==> src/rtl/mbm_pkg.sv <==
// Package: shared target codes and field widths of the banked memory map.
// Assumes a 16-bit processor address and 8-bit data throughout.
package mbm_pkg;

    localparam int ADDR_W    = 16;
    localparam int DATA_W    = 8;
    localparam int BANK_W    = 3;
    localparam int TGT_W     = 4;
    localparam int VID_OFF_W = 6;
    localparam int SND_OFF_W = 5;
    localparam int TMR_OFF_W = 4;
    localparam int EXP_OFF_W = 4;
    localparam int OPN_OFF_W = 9;

    typedef enum logic [TGT_W-1:0] {
        TGT_RAM      = 4'd0,
        TGT_PROG_ROM = 4'd1,
        TGT_CHAR_ROM = 4'd2,
        TGT_SYS_ROM  = 4'd3,
        TGT_VIDEO    = 4'd4,
        TGT_SOUND    = 4'd5,
        TGT_COLOR    = 4'd6,
        TGT_TIMER1   = 4'd7,
        TGT_TIMER2   = 4'd8,
        TGT_EXPMEM   = 4'd9,
        TGT_OPEN     = 4'd10,
        TGT_PORT     = 4'd11,
        TGT_IDREG    = 4'd12
    } tgt_e;

endpackage

==> src/rtl/mbm_port_regs.sv <==
// Module: direction and data port registers that steer the memory banking.
// Assumes writes are qualified by the caller; sel picks data (1) or direction (0).
module mbm_port_regs
    import mbm_pkg::*;
#(
    parameter int REG_W = DATA_W,
    parameter int BNK_W = BANK_W
) (
    input  logic             clk,
    input  logic             rst_n,
    input  logic             wr_en,
    input  logic             sel,
    input  logic [REG_W-1:0] wdata,
    output logic [REG_W-1:0] dir_q,
    output logic [REG_W-1:0] dat_q,
    output logic [BNK_W-1:0] bank
);

    logic [REG_W-1:0] merged;

    // Register update: clear on reset, otherwise load the selected register.
    always_ff @(posedge clk) begin
        if (!rst_n) begin
            dir_q <= '0;
            dat_q <= '0;
        end else if (wr_en) begin
            if (sel) dat_q <= wdata;
            else     dir_q <= wdata;
        end
    end

    // Bank value: undriven (input) port lines read as ones.
    always_comb begin
        merged = ~dir_q | dat_q;
        bank   = merged[BNK_W-1:0];
    end

endmodule

==> src/rtl/mbm_io_subdec.sv <==
// Module: sub-decoder for the I/O page, purely combinational.
// Assumes only the low 12 address bits are presented; the caller decides
// whether the I/O page is mapped at all.
module mbm_io_subdec
    import mbm_pkg::*;
#(
    parameter int COLOR_AW = 10
) (
    input  logic [11:0]       page_addr,
    output tgt_e              io_tgt,
    output logic [ADDR_W-1:0] io_off
);

    localparam logic [7:0]  EXP_HI  = 8'hF0;
    localparam logic [11:0] ID_ADDR = 12'hFFF;

    // Nibble decode of address bits 11:8 into a peripheral and its offset.
    always_comb begin
        io_tgt = TGT_OPEN;
        io_off = ADDR_W'(page_addr[OPN_OFF_W-1:0]);
        unique case (page_addr[11:8])
            4'h0, 4'h1, 4'h2, 4'h3: begin
                io_tgt = TGT_VIDEO;
                io_off = ADDR_W'(page_addr[VID_OFF_W-1:0]);
            end
            4'h4, 4'h5, 4'h6, 4'h7: begin
                io_tgt = TGT_SOUND;
                io_off = ADDR_W'(page_addr[SND_OFF_W-1:0]);
            end
            4'h8, 4'h9, 4'hA, 4'hB: begin
                io_tgt = TGT_COLOR;
                io_off = ADDR_W'(page_addr[COLOR_AW-1:0]);
            end
            4'hC: begin
                io_tgt = TGT_TIMER1;
                io_off = ADDR_W'(page_addr[TMR_OFF_W-1:0]);
            end
            4'hD: begin
                io_tgt = TGT_TIMER2;
                io_off = ADDR_W'(page_addr[TMR_OFF_W-1:0]);
            end
            default: begin
                if (page_addr[11:4] == EXP_HI) begin
                    io_tgt = TGT_EXPMEM;
                    io_off = ADDR_W'(page_addr[EXP_OFF_W-1:0]);
                end else if (page_addr == ID_ADDR) begin
                    io_tgt = TGT_IDREG;
                    io_off = '0;
                end
            end
        endcase
    end

endmodule

==> src/rtl/mbm_region_dec.sv <==
// Module: top-level region decode from address and bank value.
// Assumes the I/O sub-decode result is supplied for every address and is only
// used when the D page is mapped to I/O.
module mbm_region_dec
    import mbm_pkg::*;
(
    input  logic [ADDR_W-1:0] addr,
    input  logic [BANK_W-1:0] bank,
    input  tgt_e              io_tgt,
    input  logic [ADDR_W-1:0] io_off,
    output tgt_e              tgt,
    output logic [ADDR_W-1:0] off,
    output logic              ram_wr_ok
);

    logic low_any;
    logic prog_on;
    logic sys_on;

    // Bank conditions for each switchable window.
    always_comb begin
        low_any = |bank[1:0];
        prog_on = &bank[1:0];
        sys_on  = bank[1];
    end

    // Window selection by the top address nibble.
    always_comb begin
        tgt = TGT_RAM;
        off = addr;
        unique case (addr[15:12])
            4'hA, 4'hB: begin
                if (prog_on) begin
                    tgt = TGT_PROG_ROM;
                    off = ADDR_W'(addr[12:0]);
                end
            end
            4'hD: begin
                if (low_any) begin
                    if (bank[2]) begin
                        tgt = io_tgt;
                        off = io_off;
                    end else begin
                        tgt = TGT_CHAR_ROM;
                        off = ADDR_W'(addr[11:0]);
                    end
                end
            end
            4'hE, 4'hF: begin
                if (sys_on) begin
                    tgt = TGT_SYS_ROM;
                    off = ADDR_W'(addr[12:0]);
                end
            end
            default: begin
                if (addr[15:1] == '0) begin
                    tgt = TGT_PORT;
                    off = ADDR_W'(addr[0]);
                end
            end
        endcase
    end

    // Write redirect: RAM and every ROM window accept writes into RAM.
    always_comb begin
        ram_wr_ok = (tgt == TGT_RAM) || (tgt == TGT_PROG_ROM) ||
                    (tgt == TGT_CHAR_ROM) || (tgt == TGT_SYS_ROM);
    end

endmodule

==> src/rtl/mbm_local_store.sv <==
// Module: storage the decoder owns itself: the colour nibble memory and the
// self-inverting identification byte, plus the read mux for local targets.
// Assumes tgt/idx come from the region decode of the same cycle.
module mbm_local_store
    import mbm_pkg::*;
#(
    parameter int             COLOR_DEPTH = 1024,
    parameter int             COLOR_W     = 4,
    parameter logic [DATA_W-1:0] ID_RESET = 8'h55,
    localparam int            COLOR_AW    = $clog2(COLOR_DEPTH)
) (
    input  logic                clk,
    input  logic                rst_n,
    input  tgt_e                tgt,
    input  logic [COLOR_AW-1:0] idx,
    input  logic                port_sel,
    input  logic                cpu_rd,
    input  logic                cpu_wr,
    input  logic [COLOR_W-1:0]  wnib,
    input  logic [DATA_W-1:0]   dir_q,
    input  logic [DATA_W-1:0]   dat_q,
    output logic [DATA_W-1:0]   rd_data,
    output logic                rd_local
);

    logic [COLOR_W-1:0] col_mem [COLOR_DEPTH];
    logic [DATA_W-1:0]  id_q;
    logic               col_we;
    logic               id_rd;

    // Access strobes for the two stateful local targets.
    always_comb begin
        col_we = cpu_wr && (tgt == TGT_COLOR);
        id_rd  = cpu_rd && (tgt == TGT_IDREG);
    end

    // Colour memory write port: only the low nibble is kept.
    always_ff @(posedge clk) begin
        if (col_we) col_mem[idx] <= wnib;
    end

    // Identification byte: inverts on every decoded read.
    always_ff @(posedge clk) begin
        if (!rst_n)     id_q <= ID_RESET;
        else if (id_rd) id_q <= ~id_q;
    end

    // Local read mux; targets owned elsewhere return zero.
    always_comb begin
        rd_local = 1'b1;
        rd_data  = '0;
        unique case (tgt)
            TGT_PORT:  rd_data = port_sel ? dat_q : dir_q;
            TGT_COLOR: rd_data = DATA_W'(col_mem[idx]);
            TGT_IDREG: rd_data = ~id_q;
            default:   rd_local = 1'b0;
        endcase
    end

endmodule

==> src/rtl/mem_bank_map.sv <==
// Module: banked memory map decoder top. Ties the port registers, the region
// decode, the I/O sub-decode and the locally owned storage together.
// Assumes one access per cycle, presented with address and strobes stable
// around the rising clock edge.
module mem_bank_map
    import mbm_pkg::*;
#(
    parameter int                COLOR_DEPTH = 1024,
    parameter int                COLOR_W     = 4,
    parameter logic [DATA_W-1:0] ID_RESET    = 8'h55
) (
    input  logic              clk,
    input  logic              rst_n,
    input  logic [ADDR_W-1:0] cpu_addr,
    input  logic [DATA_W-1:0] cpu_wdata,
    input  logic              cpu_rd,
    input  logic              cpu_wr,
    output logic [TGT_W-1:0]  tgt_id,
    output logic [ADDR_W-1:0] tgt_off,
    output logic              wr_ram,
    output logic              rd_local,
    output logic [DATA_W-1:0] rd_data,
    output logic [BANK_W-1:0] bank_cfg
);

    localparam int COLOR_AW = $clog2(COLOR_DEPTH);

    logic [DATA_W-1:0] dir_q;
    logic [DATA_W-1:0] dat_q;
    logic              port_we;
    tgt_e              io_tgt;
    logic [ADDR_W-1:0] io_off;
    tgt_e              tgt;
    logic              ram_wr_ok;

    // Port register write strobe: addresses 0 and 1 only.
    always_comb begin
        port_we = cpu_wr && (cpu_addr[ADDR_W-1:1] == '0);
    end

    mbm_port_regs #(
        .REG_W (DATA_W),
        .BNK_W (BANK_W)
    ) u_port (
        .clk   (clk),
        .rst_n (rst_n),
        .wr_en (port_we),
        .sel   (cpu_addr[0]),
        .wdata (cpu_wdata),
        .dir_q (dir_q),
        .dat_q (dat_q),
        .bank  (bank_cfg)
    );

    mbm_io_subdec #(
        .COLOR_AW (COLOR_AW)
    ) u_io (
        .page_addr (cpu_addr[11:0]),
        .io_tgt    (io_tgt),
        .io_off    (io_off)
    );

    mbm_region_dec u_dec (
        .addr      (cpu_addr),
        .bank      (bank_cfg),
        .io_tgt    (io_tgt),
        .io_off    (io_off),
        .tgt       (tgt),
        .off       (tgt_off),
        .ram_wr_ok (ram_wr_ok)
    );

    mbm_local_store #(
        .COLOR_DEPTH (COLOR_DEPTH),
        .COLOR_W     (COLOR_W),
        .ID_RESET    (ID_RESET)
    ) u_store (
        .clk      (clk),
        .rst_n    (rst_n),
        .tgt      (tgt),
        .idx      (tgt_off[COLOR_AW-1:0]),
        .port_sel (cpu_addr[0]),
        .cpu_rd   (cpu_rd),
        .cpu_wr   (cpu_wr),
        .wnib     (cpu_wdata[COLOR_W-1:0]),
        .dir_q    (dir_q),
        .dat_q    (dat_q),
        .rd_data  (rd_data),
        .rd_local (rd_local)
    );

    // Output drive of the decoded target and the write redirect.
    always_comb begin
        tgt_id = tgt;
        wr_ram = cpu_wr && ram_wr_ok;
    end

endmodule

==> config.mk <==
export PLATFORM = sky130hd
export DESIGN_NAME = mem_bank_map
export DESIGN_NICKNAME = d
export VERILOG_FILES = /design/src/rtl/mbm_pkg.sv /design/src/rtl/mbm_port_regs.sv /design/src/rtl/mbm_io_subdec.sv /design/src/rtl/mbm_region_dec.sv /design/src/rtl/mbm_local_store.sv /design/src/rtl/mem_bank_map.sv
export SDC_FILE = /design/constraint.sdc
export NUM_CORES = 2
export LEC_CHECK = 0
export BUFFER_PORTS_ARGS = -buffer_cell sky130_fd_sc_hd__buf_2
export CAP_MARGIN = 40
export CELL_PAD_IN_SITES_DETAIL_PLACEMENT = 2
export CELL_PAD_IN_SITES_GLOBAL_PLACEMENT = 2
export CORE_MARGIN = 3
export CORE_UTILIZATION = 51
export DETAILED_ROUTE_END_ITERATION = 10
export MAX_ROUTING_LAYER = met4
export PLACE_DENSITY = 0.81
export SLEW_MARGIN = 20
export SYNTH_ARGS = -nofsm -noshare
export SYNTH_HDL_FRONTEND = slang
export SYNTH_SLANG_ARGS = --single-unit
export TNS_END_PERCENT = 1
==> constraint.sdc <==
create_clock -name clk -period 9.3 [get_ports clk]
set_clock_uncertainty 0.15 [all_clocks]
set_input_delay 1.86 -clock clk [delete_from_list [all_inputs] [get_ports clk]]
set_output_delay 1.86 -clock clk [all_outputs]
set_load 0.03 [all_outputs]
==> results of run 1 <==
-- synth_stat cells (17+ instances only) --
cell	instances	area (um2)
edfxtp_1	4096	123000
nor2_1	1147	4310
o22ai_1	1031	6450
mux2i_1	847	8480
mux2_2	821	9250
a21oi_1	656	3280
buf_2	373	1870
clkbuf_1	355	1330
nand2_1	261	980
o221ai_1	252	2210
o21ai_0	175	876
a211oi_1	169	1270
buf_1	145	544
nor2b_1	142	888
nor3_1	69	345
a22oi_1	68	510
o211ai_1	42	315
o31ai_1	37	278
buf_4	36	270
nand4_1	33	206
nor4_1	33	206
nand3_1	30	150
o2111ai_1	29	254
o22a_1	27	236
dfxtp_1	24	480
o41ai_1	20	175
inv_1	17	63.8
-- kinds of logic after synthesis --
kind of cell / synth area share, %
DFF: 72.6
and+or+nand+nor: 4.43
buffers and inverters: 2.43
muxes: 10.6
AOI/OAI and AO/OA: 9.95
xor gates and xnor gates: 0.0463
-- through the flow --
step / cells / cell area (um2) / setup slack (ns) / TNS, ns
after CTS: 15900 / 191000 / 0.00161 / 0
after detailed placement: 15100 / 177000 / -0.484 / -1.12
after global placement: 15100 / 177000 / -0.875 / -1.49
after floorplan: 11100 / 170000 / 2.32 / 0
-- timing repair --
item | CTS
pin swaps | 4
cloned | 1
setup endpoints to repair | 4
hold endpoints to repair | 0
setup buffers | 9
gates resized for setup | 24
==> summary.md, run 1 <==
| Metric | Value |
|---|---|
| Run status | `aborted with a tool error` |
| Stopped at | `global routing` |
| Error msg | `[ERROR GRT-0228] Horizontal edge usage exceeds the maximum allowed. (24, 61) usage=65535 limit=3000` |
| Die span in x | `584 um` |
| Synth Flop Type | `edfxtp_1` |
| Mapped Avg Cell Area | `15.3 um2` |
| Port bufs | `60` |
| Sink Count | `4120` |
| Initial antenna violation count | `223` |
| Final estimated routing congestion in global placement | `0.902` |
| HPWL after DPL | `458 mm` |
| Clock H-tree levels | `5` |
| Synth warn | `0` |
| Sequential-to-total area share from yosys stat | `72.6%` |
| Die height | `584 um` |
| Std-Cell Rows | `211` |
| Register bit total from synthesis | `4120` |
| Root buffer cell | `clkbuf_16` |
| Cts hold-fix bufs | `0` |
| Post-GRT worst EP | `rd_data[0]` |
| Cells after Synth | `11100` |
| Worst endpoint type | `output port` |
| Top Ports | `61` |
| Post-synth net total | `11200` |
| Synth Cell Area | `0.170 mm2` |
| Async set-reset flop share out of synthesis | `0%` |
| Yosys cell types | `79` |
| Initial Util | `51.4%` |
| Clock buffers created by TritonCTS | `430` |
| Largest net degree at the start of global routing | `190` |
| Post-synth EDFFs | `4096` |
| Clock Tree Buf Depth | `4` |
==> inputs of run 2 (changes only) <==
--- a/config.mk
+++ b/config.mk
@@ -7,13 +7,10 @@
 export LEC_CHECK = 0
 export BUFFER_PORTS_ARGS = -buffer_cell sky130_fd_sc_hd__buf_2
 export CAP_MARGIN = 40
-export CELL_PAD_IN_SITES_DETAIL_PLACEMENT = 2
-export CELL_PAD_IN_SITES_GLOBAL_PLACEMENT = 2
 export CORE_MARGIN = 3
-export CORE_UTILIZATION = 51
+export CORE_UTILIZATION = 40
 export DETAILED_ROUTE_END_ITERATION = 10
-export MAX_ROUTING_LAYER = met4
-export PLACE_DENSITY = 0.81
+export PLACE_DENSITY_LB_ADDON = 0.15
 export SLEW_MARGIN = 20
 export SYNTH_ARGS = -nofsm -noshare
 export SYNTH_HDL_FRONTEND = slang
==> summary.md, run 2 <==
| Metric | Value |
|---|---|
| Clock H-tree levels | `5 (unchanged)` |
| Top reg by flops | `u_store.col_mem` |
| Vias/cell | `6.21` |
| GRT overflow | `0` |
| Final estimated routing congestion in global placement | `0.860 (-4.7%)` |
| Final min period | `9.33 ns` |
| Failing checks | `setup timing` |
| CTS tree | `built` |
| Std-Cell Rows | `238 (+13%)` |
| Area contributors post-synth | `edfxtp_1 72%, mux2_2 5.4%, mux2i_1 5.0%, o22ai_1 3.8%, nor2_1 2.5%` |
| Post-route cell area | `0.194 mm2` |
| Initial DRC count | `13400` |
| Relative slew slack | `25.4%` |
| Die height | `658 um (+13%)` |
| Placed Area | `0.180 mm2 (+1.2%)` |
| Top Ports | `61 (unchanged)` |
| Vias in the first global route | `105000` |
| Crit path DAT | `7.32 ns` |
| Sink Count | `4120 (unchanged)` |
| Commonest cells post-synth | `4096 x edfxtp_1, 1147 x nor2_1, 1031 x o22ai_1, 847 x mux2i_1, 821 x mux2_2` |
| Area fraction of the dominant cell type after synthesis | `72.3% (unchanged)` |
| Clock Tree Buf Depth | `4 (unchanged)` |
| Peak supply drop | `0.000152 V` |
| Via count | `107000` |
| Tcrit/Tclk final | `100%` |
| Worst endpoint required time | `7.29 ns` |
| Crit Path Max Fanout | `29` |
| Sequential-to-total area share from yosys stat | `72.6% (unchanged)` |
| Clock-pin slew on the worst setup and hold paths | `0.06 ns` |
| Clock buffers created by TritonCTS | `433 (+0.70%)` |
| Slew Limit Fails | `0` |
| CP Class | `in -> out` |
| DR WL/cell | `35.0 um` |
| RSZ-0062 raised after global routing | `false` |
| Pwr dens | `205 mW/mm2` |
| M2 GR Usage | `42.8%` |
| Setup crit start kind | `input port` |
| Final hold vios | `0` |
| Area growth from synthesis to layout | `13.8%` |
| Clock Latency Late Sink | `1.00 ns` |
| Element type at the critical path end | `primary output` |
| Core area | `0.422 mm2` |
| Cells after Synth | `11100 (unchanged)` |
| Mapped Avg Cell Area | `15.3 um2 (unchanged)` |
| Post-synth EDFFs | `4096 (unchanged)` |
| Hold WC Path Type | `reg -> reg` |
| Yosys cell types | `79 (unchanged)` |
| Achievable Freq | `0.107 GHz` |
| Biggest area consumer among synthesized cells | `edfxtp_1` |
| HPWL after DPL | `363 mm (-21%)` |
| Routed WL | `604 mm` |
| First-pass GRT wire length | `833 mm` |
| Initial Util | `40.3% (-11 points)` |
| Largest net degree at the start of global routing | `166` |
| GRT Resource Usage Total | `27.1%` |
| Final non-filler cell total | `17300` |
| Initial antenna violation count | `44` |
| Root buffer cell | `clkbuf_16` |
| Run status | `finished, violations left` |
| Async set-reset flop share out of synthesis | `0% (unchanged)` |
| Most frequent cells in the layout | `4096 x edfxtp_1, 1138 x nor2_1, 1031 x o22ai_1, 847 x mux2i_1, 821 x mux2_2` |
| Synth warn | `0 (unchanged)` |
| Slew of the pin with the lowest slew margin | `1.12 ns` |
| Share of cells above drive strength 1 | `18.4%` |
| Synth Flop Type | `edfxtp_1` |
| Port bufs | `60 (unchanged)` |
| Synth Cell Area | `0.170 mm2 (unchanged)` |
| Setup slack at placement | `-0.446 ns (+0.0375 ns)` |
| DRC viols | `0` |
| Static Leak | `61.5 nW` |
| GR Layer Usage met3 | `5.07%` |
| Max reg flops | `4096` |
| Die span in x | `658 um (+13%)` |
| Die area | `0.433 mm2` |
| Most common cell after layout, fill and taps aside | `edfxtp_1` |
| Setup violators final | `1` |
| Grt peak-use layer | `met2` |
| PnR worst setup slack | `-0.0296 ns` |
| Placed insts | `16400 (+8.8%)` |
| GR met1 Demand/Resource | `36.8%` |
| Post-synth net total | `11200 (unchanged)` |
| Register bit total from synthesis | `4120 (unchanged)` |
| Max-Cap Viols | `0` |
| DRT Pass-1 Iters | `6` |
| Top-count cell post-synth | `edfxtp_1` |
| Post-route ant nets | `0` |
| Fin nets | `11300` |
-- run 2: cell counts after synthesis --
Identical to the previous run, type by type.
-- run 2: metal layers --
layer | vias to the layer above | routed length (um) | share of wire (%)
met5 | - | 96 | 0.016
met4 | 16 | 28300 | 4.7
met3 | 1178 | 54400 | 9.0
met2 | 5714 | 279000 | 46
met1 | 55700 | 242000 | 40
li1 | 44600 | - | -
-- run 2: critical path: stages --
cell,delay [ns]
buf_2,0.13
and4b_1,0.46
nand4_4,0.33
o31ai_4,0.35
buf_12,0.17
clkinv_4,0.19
nand2_4,0.36
buf_12,0.30
buf_4,0.26
o22ai_1,0.10
nor4_1,0.64
o22ai_1,0.27
nor3_1,0.35
buf_2,0.26
buf_4,0.16
nor3_1,0.06
o31ai_1,0.37
buf_2,0.25
buf_4,0.12
buf_2,0.18
-- run 2: area by class of cell --
cell class	count	area [um2]
fill	36800	228000
antenna	13	32.5
timing repair buffer	586	6060
inverter	21	98.8
clock buffer	522	11300
sequential	4120	123000
multi-input combinational	6092	43200
clock inverter	268	2340
tap	5640	7060
-- run 2: logic make-up (layout without fill, tap and decap cells) --
logic type / after synthesis / count (layout) / share of synthesized area, %
buffers and inverters: 933 / 1397 / 2.43
xor gates and xnor gates: 9 / 9 / 0.0463
DFF: 4120 / 4120 / 72.6
and+or+nand+nor: 1777 / 1777 / 4.43
muxes: 1680 / 1680 / 10.6
AOI/OAI and AO/OA: 2626 / 2626 / 9.95
other: 0 / 13 / 0
-- run 2: path summary, 6_finish.rpt --
| kind | start | to | slack [ns] | cells after the start |
|---|---|---|---|---|
| hold reg to reg | u_store.id_q[4]$_SDFFE_PN1P_ | u_store.id_q[4]$_SDFFE_PN1P_ | 0.36 | 2 |
| hold / removal | u_store.id_q[4]$_SDFFE_PN1P_ | u_store.id_q[4]$_SDFFE_PN1P_ | 0.36 | 2 |
| setup / recovery | cpu_addr[13] | rd_data[2] | -0.03 | 20 |
| setup reg to reg | u_port.dat_q[1]$_SDFFE_PN0P_ | u_store.col_mem[195][0]$_DFFE_PP_ | 3.52 | 11 |
-- run 2: power by group --
group / internal [W] / total, W / switching [W]
Combinational: 0.000672 / 0.00234 / 0.00167
Clock: 0.00967 / 0.0169 / 0.00728
Sequential: 0.0204 / 0.0204 / 0.0000000266
Total: 0.0308 / 0.0397 / 0.00895
-- run 2: timing repair --
item                       in CTS  in global routing
buffers inserted                1                  1
pin swaps                       2                  2
hold buffers                    0                  0
gates resized for setup         3                  4
setup endpoints to repair       4                  4
-- run 2: stage by stage --
step | hold slack, ns | utilization, % | power, W | TNS, ns
global route | 0.382 | 45.9 | 0.0407 | 0
CTS | 0.357 | 45.8 | 0.0399 | 0
floorplan | 0.316 | - | 0.0219 | 0
global placement | 0.329 | 42.5 | 0.0231 | -2.73
finish | 0.357 | 45.9 | 0.0397 | -0.0296
detailed placement | 0.337 | 42.6 | 0.0231 | -1.31
Power figures use the tool's default switching activity.
